`config.mk`:
```
export PLATFORM = sky130hd
export DESIGN_NAME = field_addr_seq
export DESIGN_NICKNAME = d
export VERILOG_FILES = /design/src/rtl/fas_pkg.sv /design/src/rtl/fas_ptr_bank.sv /design/src/rtl/fas_walker.sv /design/src/rtl/fas_status.sv /design/src/rtl/field_addr_seq.sv
export SDC_FILE = /design/constraint.sdc
export NUM_CORES = 1
export LEC_CHECK = 0
export BUFFER_PORTS_ARGS = -buffer_cell sky130_fd_sc_hd__buf_2
export CAP_MARGIN = 20
export CORE_MARGIN = 2
export CORE_UTILIZATION = 55
export CTS_BUF_LIST = sky130_fd_sc_hd__clkbuf_4 sky130_fd_sc_hd__clkbuf_8
export DETAILED_ROUTE_END_ITERATION = 8
export MAX_ROUTING_LAYER = met4
export PLACE_DENSITY = 0.75
export SLEW_MARGIN = 0
export SYNTH_ARGS = -nofsm -noshare
export SYNTH_HDL_FRONTEND = slang
export SYNTH_HIERARCHICAL = 1
export SYNTH_SLANG_ARGS = --single-unit
```
`constraint.sdc`:
```
create_clock -name clk -period 5.2 [get_ports clk]
set_input_delay 0.78 -clock clk [delete_from_list [all_inputs] [get_ports clk]]
set_output_delay 0.78 -clock clk [all_outputs]
set_load 0.01 [all_outputs]
```
`src/rtl/fas_pkg.sv`:
```
package fas_pkg;
    localparam int NPLANE = 3;
    localparam int STRW   = 16;

    localparam logic [1:0] PL_Y = 2'd0;
    localparam logic [1:0] PL_U = 2'd1;
    localparam logic [1:0] PL_V = 2'd2;

    localparam int FL_YTR   = 0;
    localparam int FL_EMPTY = 1;
    localparam int FL_URUN  = 2;
    localparam int NFLAG    = 3;

    typedef enum logic {
        WK_IDLE = 1'b0,
        WK_RUN  = 1'b1
    } wk_state_e;
endpackage

```
`src/rtl/fas_ptr_bank.sv`:
```
module fas_ptr_bank
    import fas_pkg::*;
#(
    parameter int AW = 32
) (
    input  logic                          clk,
    input  logic                          rst_n,
    input  logic                          soft_rst,
    input  logic                          ptr_load,
    input  logic                          field_go,
    input  logic [NPLANE-1:0][AW-1:0]     base_in,
    input  logic [NPLANE-1:0][STRW-1:0]   stride_in,
    output logic [NPLANE-1:0][AW-1:0]     sel_base,
    output logic [NPLANE-1:0][STRW-1:0]   act_stride,
    output logic                          urun_evt
);
    typedef struct packed {
        logic [NPLANE-1:0][AW-1:0]   sh_base;
        logic [NPLANE-1:0][AW-1:0]   act_base;
        logic [NPLANE-1:0][STRW-1:0] sh_str;
        logic [NPLANE-1:0][STRW-1:0] act_str;
        logic                        pend;
    } bank_t;

    bank_t bank_q, bank_d;

    // Next state: a field start consumes the pending shadow set,
    // a load in the same cycle refills the shadow for the field after.
    always_comb begin
        bank_d   = bank_q;
        urun_evt = 1'b0;
        if (field_go) begin
            urun_evt = !bank_q.pend;
            if (bank_q.pend) begin
                bank_d.act_base = bank_q.sh_base;
                bank_d.act_str  = bank_q.sh_str;
            end
            bank_d.pend = 1'b0;
        end
        if (ptr_load) begin
            bank_d.sh_base = base_in;
            bank_d.sh_str  = stride_in;
            bank_d.pend    = 1'b1;
        end
        if (soft_rst) begin
            bank_d.pend = 1'b0;
            urun_evt    = 1'b0;
        end
    end

    always_ff @(posedge clk or negedge rst_n) begin
        if (!rst_n) begin
            bank_q <= '0;
        end else begin
            bank_q <= bank_d;
        end
    end

    assign sel_base   = bank_q.pend ? bank_q.sh_base : bank_q.act_base;
    assign act_stride = bank_q.act_str;
endmodule

```
`src/rtl/fas_walker.sv`:
```
module fas_walker
    import fas_pkg::*;
#(
    parameter int AW = 32,
    parameter int LW = 11,
    parameter int WW = 12
) (
    input  logic                          clk,
    input  logic                          rst_n,
    input  logic                          soft_rst,
    input  logic                          field_go,
    input  logic                          le_sel,
    input  logic [NPLANE-1:0][AW-1:0]     sel_base,
    input  logic [NPLANE-1:0][STRW-1:0]   act_stride,
    input  logic [LW-1:0]                 height,
    input  logic [LW-1:0]                 y_thresh,
    input  logic [WW-1:0]                 y_width,
    input  logic [WW-1:0]                 c_width,
    input  logic                          req_ready,
    output logic                          busy,
    output logic                          req_valid,
    output logic [AW-1:0]                 req_addr,
    output logic [1:0]                    req_plane,
    output logic                          lane_le,
    output logic                          ytr_evt,
    output logic                          empty_evt
);
    localparam int WCW = WW - 1;

    typedef struct packed {
        wk_state_e                 st;
        logic [1:0]                plane;
        logic [WCW-1:0]            word;
        logic [LW-1:0]             line;
        logic                      le;
        logic [NPLANE-1:0][AW-1:0] lstart;
    } wk_t;

    wk_t wk_q, wk_d;

    logic [WCW-1:0] y_words;
    logic [WCW-1:0] c_words;
    logic [WCW-1:0] cur_words;
    logic [LW-1:0]  line_nx;
    logic [AW-1:0]  cur_start;

    function automatic logic [WCW-1:0] words_of(input logic [WW-1:0] w);
        logic [WW:0] t;
        t = ({1'b0, w} + (WW+1)'(3)) >> 2;
        if (t == '0) begin
            t = (WW+1)'(1);
        end
        return t[WCW-1:0];
    endfunction

    always_comb begin
        y_words   = words_of(y_width);
        c_words   = words_of(c_width);
        cur_words = (wk_q.plane == PL_Y) ? y_words : c_words;
        line_nx   = wk_q.line + 1'b1;
        cur_start = wk_q.lstart[wk_q.plane];
    end

    // Next state: word within plane, plane within line, line within field.
    always_comb begin
        wk_d      = wk_q;
        ytr_evt   = 1'b0;
        empty_evt = 1'b0;
        unique case (wk_q.st)
            WK_IDLE: begin
                if (field_go) begin
                    wk_d.st     = WK_RUN;
                    wk_d.plane  = PL_Y;
                    wk_d.word   = '0;
                    wk_d.line   = '0;
                    wk_d.le     = le_sel;
                    wk_d.lstart = sel_base;
                end
            end
            WK_RUN: begin
                if (req_ready) begin
                    if (wk_q.word == cur_words - 1'b1) begin
                        wk_d.word = '0;
                        if (wk_q.plane == PL_V) begin
                            wk_d.plane = PL_Y;
                            wk_d.line  = line_nx;
                            for (int p = 0; p < NPLANE; p++) begin
                                wk_d.lstart[p] = wk_q.lstart[p] + AW'(act_stride[p]);
                            end
                            if (line_nx == y_thresh) begin
                                ytr_evt = 1'b1;
                            end
                            if (line_nx == height) begin
                                empty_evt = 1'b1;
                                wk_d.st   = WK_IDLE;
                            end
                        end else begin
                            wk_d.plane = wk_q.plane + 2'd1;
                        end
                    end else begin
                        wk_d.word = wk_q.word + 1'b1;
                    end
                end
            end
            default: wk_d.st = WK_IDLE;
        endcase
        if (soft_rst) begin
            wk_d      = '0;
            ytr_evt   = 1'b0;
            empty_evt = 1'b0;
        end
    end

    always_ff @(posedge clk or negedge rst_n) begin
        if (!rst_n) begin
            wk_q <= '0;
        end else begin
            wk_q <= wk_d;
        end
    end

    assign busy      = (wk_q.st == WK_RUN);
    assign req_valid = busy;
    assign req_addr  = cur_start + AW'({wk_q.word, 2'b00});
    assign req_plane = wk_q.plane;
    assign lane_le   = wk_q.le;
endmodule

```
`src/rtl/fas_status.sv`:
```
module fas_status
    import fas_pkg::*;
(
    input  logic             clk,
    input  logic             rst_n,
    input  logic             soft_rst,
    input  logic             ytr_evt,
    input  logic             empty_evt,
    input  logic             urun_evt,
    input  logic [NFLAG-1:0] clr,
    input  logic [1:0]       irq_en,
    output logic [NFLAG-1:0] flags,
    output logic             irq
);
    typedef struct packed {
        logic [NFLAG-1:0] flags;
    } stat_t;

    stat_t st_q, st_d;
    logic [NFLAG-1:0] set_vec;

    always_comb begin
        set_vec           = '0;
        set_vec[FL_YTR]   = ytr_evt;
        set_vec[FL_EMPTY] = empty_evt;
        set_vec[FL_URUN]  = urun_evt;
        st_d.flags        = (st_q.flags & ~clr) | set_vec;
        if (soft_rst) begin
            st_d.flags = '0;
        end
    end

    always_ff @(posedge clk or negedge rst_n) begin
        if (!rst_n) begin
            st_q <= '0;
        end else begin
            st_q <= st_d;
        end
    end

    assign flags = st_q.flags;
    assign irq   = (st_q.flags[FL_YTR] & irq_en[0]) | (st_q.flags[FL_EMPTY] & irq_en[1]);
endmodule

```
`src/rtl/field_addr_seq.sv`:
```
module field_addr_seq
    import fas_pkg::*;
#(
    parameter int AW = 32,
    parameter int LW = 11,
    parameter int WW = 12
) (
    input  logic          clk,
    input  logic          rst_n,
    input  logic          soft_rst,
    input  logic          fld_start,
    input  logic          ptr_load,
    input  logic [AW-1:0] y_base,
    input  logic [AW-1:0] u_base,
    input  logic [AW-1:0] v_base,
    input  logic [15:0]   y_stride,
    input  logic [15:0]   u_stride,
    input  logic [15:0]   v_stride,
    input  logic [LW-1:0] img_height,
    input  logic [WW-1:0] y_width,
    input  logic [WW-1:0] c_width,
    input  logic [LW-1:0] y_thresh,
    input  logic          le_sel,
    input  logic [2:0]    flag_clr,
    input  logic [1:0]    irq_en,
    output logic          req_valid,
    input  logic          req_ready,
    output logic [AW-1:0] req_addr,
    output logic [1:0]    req_plane,
    output logic          lane_le,
    output logic          flag_ytr,
    output logic          flag_empty,
    output logic          flag_urun,
    output logic          irq
);
    logic [NPLANE-1:0][AW-1:0]   base_in;
    logic [NPLANE-1:0][STRW-1:0] stride_in;
    logic [NPLANE-1:0][AW-1:0]   sel_base;
    logic [NPLANE-1:0][STRW-1:0] act_stride;
    logic                        busy;
    logic                        field_go;
    logic                        ytr_evt;
    logic                        empty_evt;
    logic                        urun_evt;
    logic [NFLAG-1:0]            flags;

    assign base_in   = {v_base, u_base, y_base};
    assign stride_in = {v_stride, u_stride, y_stride};
    assign field_go  = fld_start & !busy & !soft_rst;

    fas_ptr_bank #(.AW(AW)) u_bank (
        .clk        (clk),
        .rst_n      (rst_n),
        .soft_rst   (soft_rst),
        .ptr_load   (ptr_load),
        .field_go   (field_go),
        .base_in    (base_in),
        .stride_in  (stride_in),
        .sel_base   (sel_base),
        .act_stride (act_stride),
        .urun_evt   (urun_evt)
    );

    fas_walker #(.AW(AW), .LW(LW), .WW(WW)) u_walk (
        .clk        (clk),
        .rst_n      (rst_n),
        .soft_rst   (soft_rst),
        .field_go   (field_go),
        .le_sel     (le_sel),
        .sel_base   (sel_base),
        .act_stride (act_stride),
        .height     (img_height),
        .y_thresh   (y_thresh),
        .y_width    (y_width),
        .c_width    (c_width),
        .req_ready  (req_ready),
        .busy       (busy),
        .req_valid  (req_valid),
        .req_addr   (req_addr),
        .req_plane  (req_plane),
        .lane_le    (lane_le),
        .ytr_evt    (ytr_evt),
        .empty_evt  (empty_evt)
    );

    fas_status u_stat (
        .clk       (clk),
        .rst_n     (rst_n),
        .soft_rst  (soft_rst),
        .ytr_evt   (ytr_evt),
        .empty_evt (empty_evt),
        .urun_evt  (urun_evt),
        .clr       (flag_clr),
        .irq_en    (irq_en),
        .flags     (flags),
        .irq       (irq)
    );

    assign flag_ytr   = flags[FL_YTR];
    assign flag_empty = flags[FL_EMPTY];
    assign flag_urun  = flags[FL_URUN];
endmodule

```
### Word-level counts from Yosys, hierarchy flattened

Cells that the tools add are included.

| operators by class | value |
|---|---|
| equal/unequal tests | 9 |
| bitwise gates (word level) | 9 |
| order comparisons | 1 |
| $add $sub $neg | 10 |
| reduce and logical (&&, ||, !) cells | 13 |
| muxes and demuxes | 40 |

Operators with widths:

| cell | number |
|---|---|
| $mux W96 | 4 |
| $mux W122 | 2 |
| $pmux W96 S2 | 1 |
| $add A32 B16 Y32 | 3 |
| $mux W11 | 6 |
| $bmux W32 S2 | 1 |
| $pmux W25 S2 | 1 |
| $eq A11 B11 Y1 | 3 |
| $add A32 B13 Y32 | 1 |
| $mux W32 | 1 |
| $add A12 B2 Y13 const B | 2 |
| $logic_not A13 Y1 | 2 |
| $mux W25 | 1 |
| $add A11 B1 Y11 const B | 2 |
| $mux W1 | 20 |
| $ne A3 B3 Y1 const B | 4 |
| $sub A11 B1 Y11 const B | 1 |
| $mux W3 | 2 |
| $reduce_and A2 Y1 | 3 |
| $and A1 B1 Y1 | 4 |
| $reduce_and A4 Y1 | 1 |
| $and A3 B3 Y3 | 1 |
| $logic_not A1 Y1 | 3 |
| $lt A2 B3 Y1 const B | 1 |
| other kinds (12) | 12 |

| storage, ports and cells | value |
|---|---|
| flip-flop bits (word level) | 414 |
| word-level logic and storage cells | 104 |
| output and inout bits | 40 |

### Depth between registers and ports, before layout

| logic depth | value |
|---|---|
| depth after elaboration | 12 |
| gate-level depth with buffers | 21 |

### By module

Netlist, hierarchy kept.

By module, submodules not included:

| module | cells an instance | seq. area each (µm²) | instances | area each (µm²) |
|---|---|---|---|---|
| fas_ptr_bank | 768 | 7231.9 | 1 | 12463.2 |
| fas_walker | 1426 | 3052.9 | 1 | 11775.0 |
| fas_status | 13 | 75.1 | 1 | 128.9 |
| field_addr_seq | 1 | 0.0 | 1 | 12.5 |

### Least setup slack after synthesis

OpenSTA, ideal clock, no wires.

| timing | value |
|---|---|
| path kind | reg-to-output |
| from | register u_walk.wk_q, in the netlist u_walk/req_plane[1] |
| to | output req_addr[30] |
| cell stages (with the launch flop) | 21 |
| path buffers | 5 |
| path slack | -273 ps |
| arrival time | 4693 ps |
| required time | 4420 ps |
| cell sequence | dfrtp_1 > buf_2 > buf_1 > clkbuf_1 > buf_1 > mux2i_1 > o21ai_0 > ha_1 > inv_1 > fa_1 > nor2b_1 > o21ai_0 > a21boi_0 > o21ai_0 > a21boi_0 > o211ai_1 > a21oi_1 > and3b_1 > clkbuf_1 > nor4_1 > xnor2_1 |

| on the way | value |
|---|---|
| longest elaborated chain between the ends | 3 |

Ends and longest elaborated chain:

| item | line | source |
|---|---|---|
| start: declaration | fas_walker.sv:39 | `wk_t wk_q, wk_d;` |
| start signal: assignment | fas_walker.sv:118 | `wk_q <= wk_d;` |
| $bmux W32 S2 | fas_walker.sv:61 | `cur_start = wk_q.lstart[wk_q.plane];` |
| $mux W32 (not written as such) | fas_walker.sv:61 |  |
| $add A32 B13 Y32 | fas_walker.sv:124 | `assign req_addr = cur_start + AW'({wk_q.word, 2'b00});` |
| end: declaration | field_addr_seq.sv:28 | `output logic [AW-1:0] req_addr,` |

No other way between the ends. The select of a mux whose other input is x is not followed.

### Final worst setup path

Same ends and word-level chain as after synthesis.

==> summary.md <==
| Metric | Value |
|---|---|
| Slowest cell on crit path | dfrtp_2 |
| Worst path arrival time | between 4 and 5 ns |
| Via count of the first global-routing pass | ~18k |
| Most used cell, CP | o21ai_0 |
| Synth top area cells | dfrtp_1 (42%), mux2_2 (15%), mux2_4 (3.7%), ha_1 (3.2%), xnor2_1 (3.1%) |
| Placed cell count | around 2.9k |
| Synth Flop Type | dfrtp_1 |
| Drt first pass iters | 5 |
| Final Critical Period | 5.040 ns |
| P&R area growth vs syn | 11.58% |
| Row count | 77 |
| Synth cell types | 87 |
| DR iter-0 viols | 1432 |
| Initial antenna violation count | 0 |
| Clock transition at the registers of the reported paths | 0.06 ns |
| Die area | approximately 46000 um^2 |
| VDD IR max | between 0.0002 and 0.00025 V |
| Cell internal pwr | 6.859 mW |
| Buffers on Ports | 241 |
| Setup TNS | 0 ns |
| Hold crit path type | in2async |
| Final setup violation count | 0 |
| Layout Cells excl Fill | 3023 |
| Largest stage delay, worst path | 0.49 ns |
| Routed vias | about 18k |
| Ys async rst share | 1.000 |
| CP Cell Sequence | nor2b_2 > nand2_1 > o21ai_0 > ha_1 > inv_1 > fa_1 > nor2b_1 > o21ai_0 > a21boi_1 > o21ai_0 > a21boi_1 > o211ai_1 > a21oi_1 > and3b_2 > nor4_2 > xnor2_1 > buf_2 |
| GRT Util Overall | 0.2853 |
| Type of the worst setup path | reg2out |
| Leakage | about 12 nW |
| Top-count cell post-synth | dfrtp_1 |
| Vias per std cell | ~6 |
| Cell family with most CP delay | compound AO/OA/AOI/OAI gates |
| Final setup margin | 0.1597 ns |
| Net Count, Synth | 2476 |
| Final core utilization | 0.6178 |
| Fmax | 198.4 MHz |
| # H-tree levels | 3 |
| Pwr Density | approximately 360 nW/um^2 |
| Critical path endpoint category | output port |
| Share of Yosys cell area claimed by the top area cell type | 0.4249 |
| Hold Fails Final Rpt | 0 |
| Initial core utilization | 0.5537 |
| # DRC | 0 |
| RSZ-0062 raised after global routing | false |
| Required @ worst endpoint | between 4 and 5 ns |
| Crit path buf inv count | 2 |
| Synthesis Warnings | 6 |
| FF+latch count, synth | ~410 |
| Mean Syn Cell Area | about 11 um^2 |
| Max Root-Sink Buffers | 3 |
| Skew-Pair Late Insertion Delay | between 0.6 and 0.7 ns |
| Worst relative slew slack | 0.2050 |
| Post-DP Area | ~26000 um^2 |
| Max Cap Viol | 0 |
| Switching share of power | 0.2950 |
| Boundary pin count | approximately 240 |
| Number of enable flip-flop cells after synthesis | 0 |
| Clock Power Share | 0.344 |
| Synthesized instance count | between 2k and 2.5k |
| Post-route cell area | roughly 27000 um^2 |
| Slew of the pin with the lowest slew margin | about 1.2 ns |
| Setup crit start | u_walk/req_plane[1]$_DFFE_PN0P_ |
| Clk_skew | 0.03421 ns |
| Die Y | around 210 um |
| Mapped cell area | 24380 um^2 |
| Post-DP HPWL | 43720 um |
| Sequential share of power | 0.429 |
| Worst reg2reg path startpoint | u_walk/req_plane[0]$_DFFE_PN0P_ |
| Crit path max fanout | 8 |
| Sequential share of the synthesized area | 0.4249 |
| Final Max Slew Viols | 0 |
| Wire per inst | roughly 21 um |
| Status | finished, final reports clean |
| Filler cells | 3573 |
| Crit start category | flop |
| Top cells by count, synth | dfrtp_1 (414), mux2_2 (324), nand2_1 (113) |
| Congestion Overflow GR | 0 |
| Num Clock Sinks | 414 |
| Routed Wire Length | approximately 64000 um |
| Ratio of cells with drive above 1 in the final layout | 0.3455 |
| Die extent in x | about 210 um |
| Routed Antenna Nets | 0 |
| Net Switching | around 2.9 mW |
| Dpl ws | around 0.43 ns |
| TritonCTS Buffers | 72 |
| CTS tree | built |
| ANT cells | 0 |
| Fin nets | roughly 2.6k |
| Core outline area | between 40000 and 50000 um^2 |
| Leading area contributor after synthesis | dfrtp_1 |
| Combinational power share | 0.227 |
| CTS root buffer | clkbuf_8 |
| First-pass GRT wire length | approximately 100000 um |
| Pin count of the biggest net entering global routing | about 150 |
| GP Congestion | about 0.97 |
| Part of the cycle the worst path needs | 0.9693 |
==> cells in the final DEF, fill, tap and decap left out, drive strengths merged, types with 13 or more instances in the layout <==
master and instances:
o211ai 30, o31ai 31, nand2b 13, clkbuf 110, xnor2 86, xor2 39, and2 14, nand3 91
nand4 22, nand2 114, mux2 384, dfrtp 414, o2bb2ai 14, a21oi 107, inv 50, a31oi 13
ha 62, nor3 37, mux2i 76, nor2 82, and3 21, o21a 18, a21o 23, o21ai 115
nor4 31, buf 268, o311ai 18
==> sequential cells by signal, summed over array words and instances, names as in the netlist <==
register / flops
u_bank/act_stride: 48
u_bank/bank_q: 241
u_stat/flags: 3
u_walk/busy: 1
u_walk/lane_le: 1
u_walk/req_plane: 2
u_walk/wk_q: 118
==> layout make-up <==
type,count,area [um^2],share of cell area
multi-input cells,1573,12800,0.4705
flip-flops and latches,414,10370,0.3812
repair buffers,268,1491,0.05483
clock buffers,110,1383,0.05083
well taps,592,740.7,0.02723
clock inverters,20,245.2,0.009015
inverters,46,172.7,0.006347
==> cell families (layout without fill, tap and decap cells) <==
| family | count (synthesis) | in the layout | synth area share |
|---|---|---|---|
| and+or+nand+nor | 460 | 460 | 0.09387 |
| xor gates and xnor gates | 125 | 125 | 0.04521 |
| adders and majority gates | 66 | 66 | 0.03510 |
| muxes | 460 | 460 | 0.2190 |
| buffers and inverters | 221 | 444 | 0.05163 |
| DFF | 414 | 414 | 0.4249 |
| AOI/OAI and AO/OA | 462 | 462 | 0.1303 |
==> metrics by stage <==
step / hold WS (ns) / power (mW)
finish: 0.1033 / 9.729
global route: 0.1607 / 10.21
detailed placement: 0.4894 / 6.396
CTS: 0.1245 / 9.799
floorplan: 0.4733 / 5.854
global placement: 0.4827 / 6.301
==> power groups by stage <==
| stage | Clock [mW] | Combinational [mW] | Sequential (mW) |
|---|---|---|---|
| after floorplan | 0 | 1.84 | 4.01 |
| after global placement | 0 | 2.12 | 4.18 |
| after detailed placement | 0 | 2.19 | 4.21 |
| after CTS | 3.43 | 2.21 | 4.16 |
| after global routing | 3.57 | 2.41 | 4.23 |
| final | 3.35 | 2.21 | 4.17 |
==> final timing paths <==
path                       depth (start not counted)                         endpoint  slack (ns)
min reg2reg                                        1   u_bank/bank_q[165]$_DFFE_PN0P_        0.50
min in group clk                                   2   u_bank/bank_q[203]$_DFFE_PN0P_        0.34
max reg2reg                                       14  u_walk/req_plane[1]$_DFFE_PN0P_        1.01
max                                               17                     req_addr[30]        0.16
max in group asynchronous                          2   u_bank/bank_q[184]$_DFFE_PN0P_        3.79
min                                                1      u_walk/wk_q[99]$_DFFE_PN0P_        0.10
==> worst reg2reg max path, cell delays in order, from the launching register on <==
cell and delay, ns:
dfrtp_2 0.46, buf_4 0.33, nor2_2 0.11, buf_4 0.19, a21oi_1 0.18, a21o_1 0.18, ha_1 0.19, o311a_1 0.22
o211ai_2 0.13, o21a_1 0.21, or4_1 0.49, nand3_1 0.17, nand3_1 0.58, and3_1 0.45, a211o_1 0.22
==> metal layers <==
layer,up-vias,track usage,part of all wire
met4,0,0.1227,0.040
met3,143,0.05262,0.067
li1,8379,-,-
met5,-,-,0
met1,9071,0.3828,0.44
met2,689,0.4258,0.46
==> repair_timing <==
item | 4_1_cts | 5_1_grt
gates resized for setup | 7 | 4
setup buffers | 2 | 3
hold buffers | 0 | 0
setup endpoints to repair | 17 | 12
hold endpoints to repair | 0 | 0
pin swaps | 1 | 1
(Power assumes the default switching activity.)
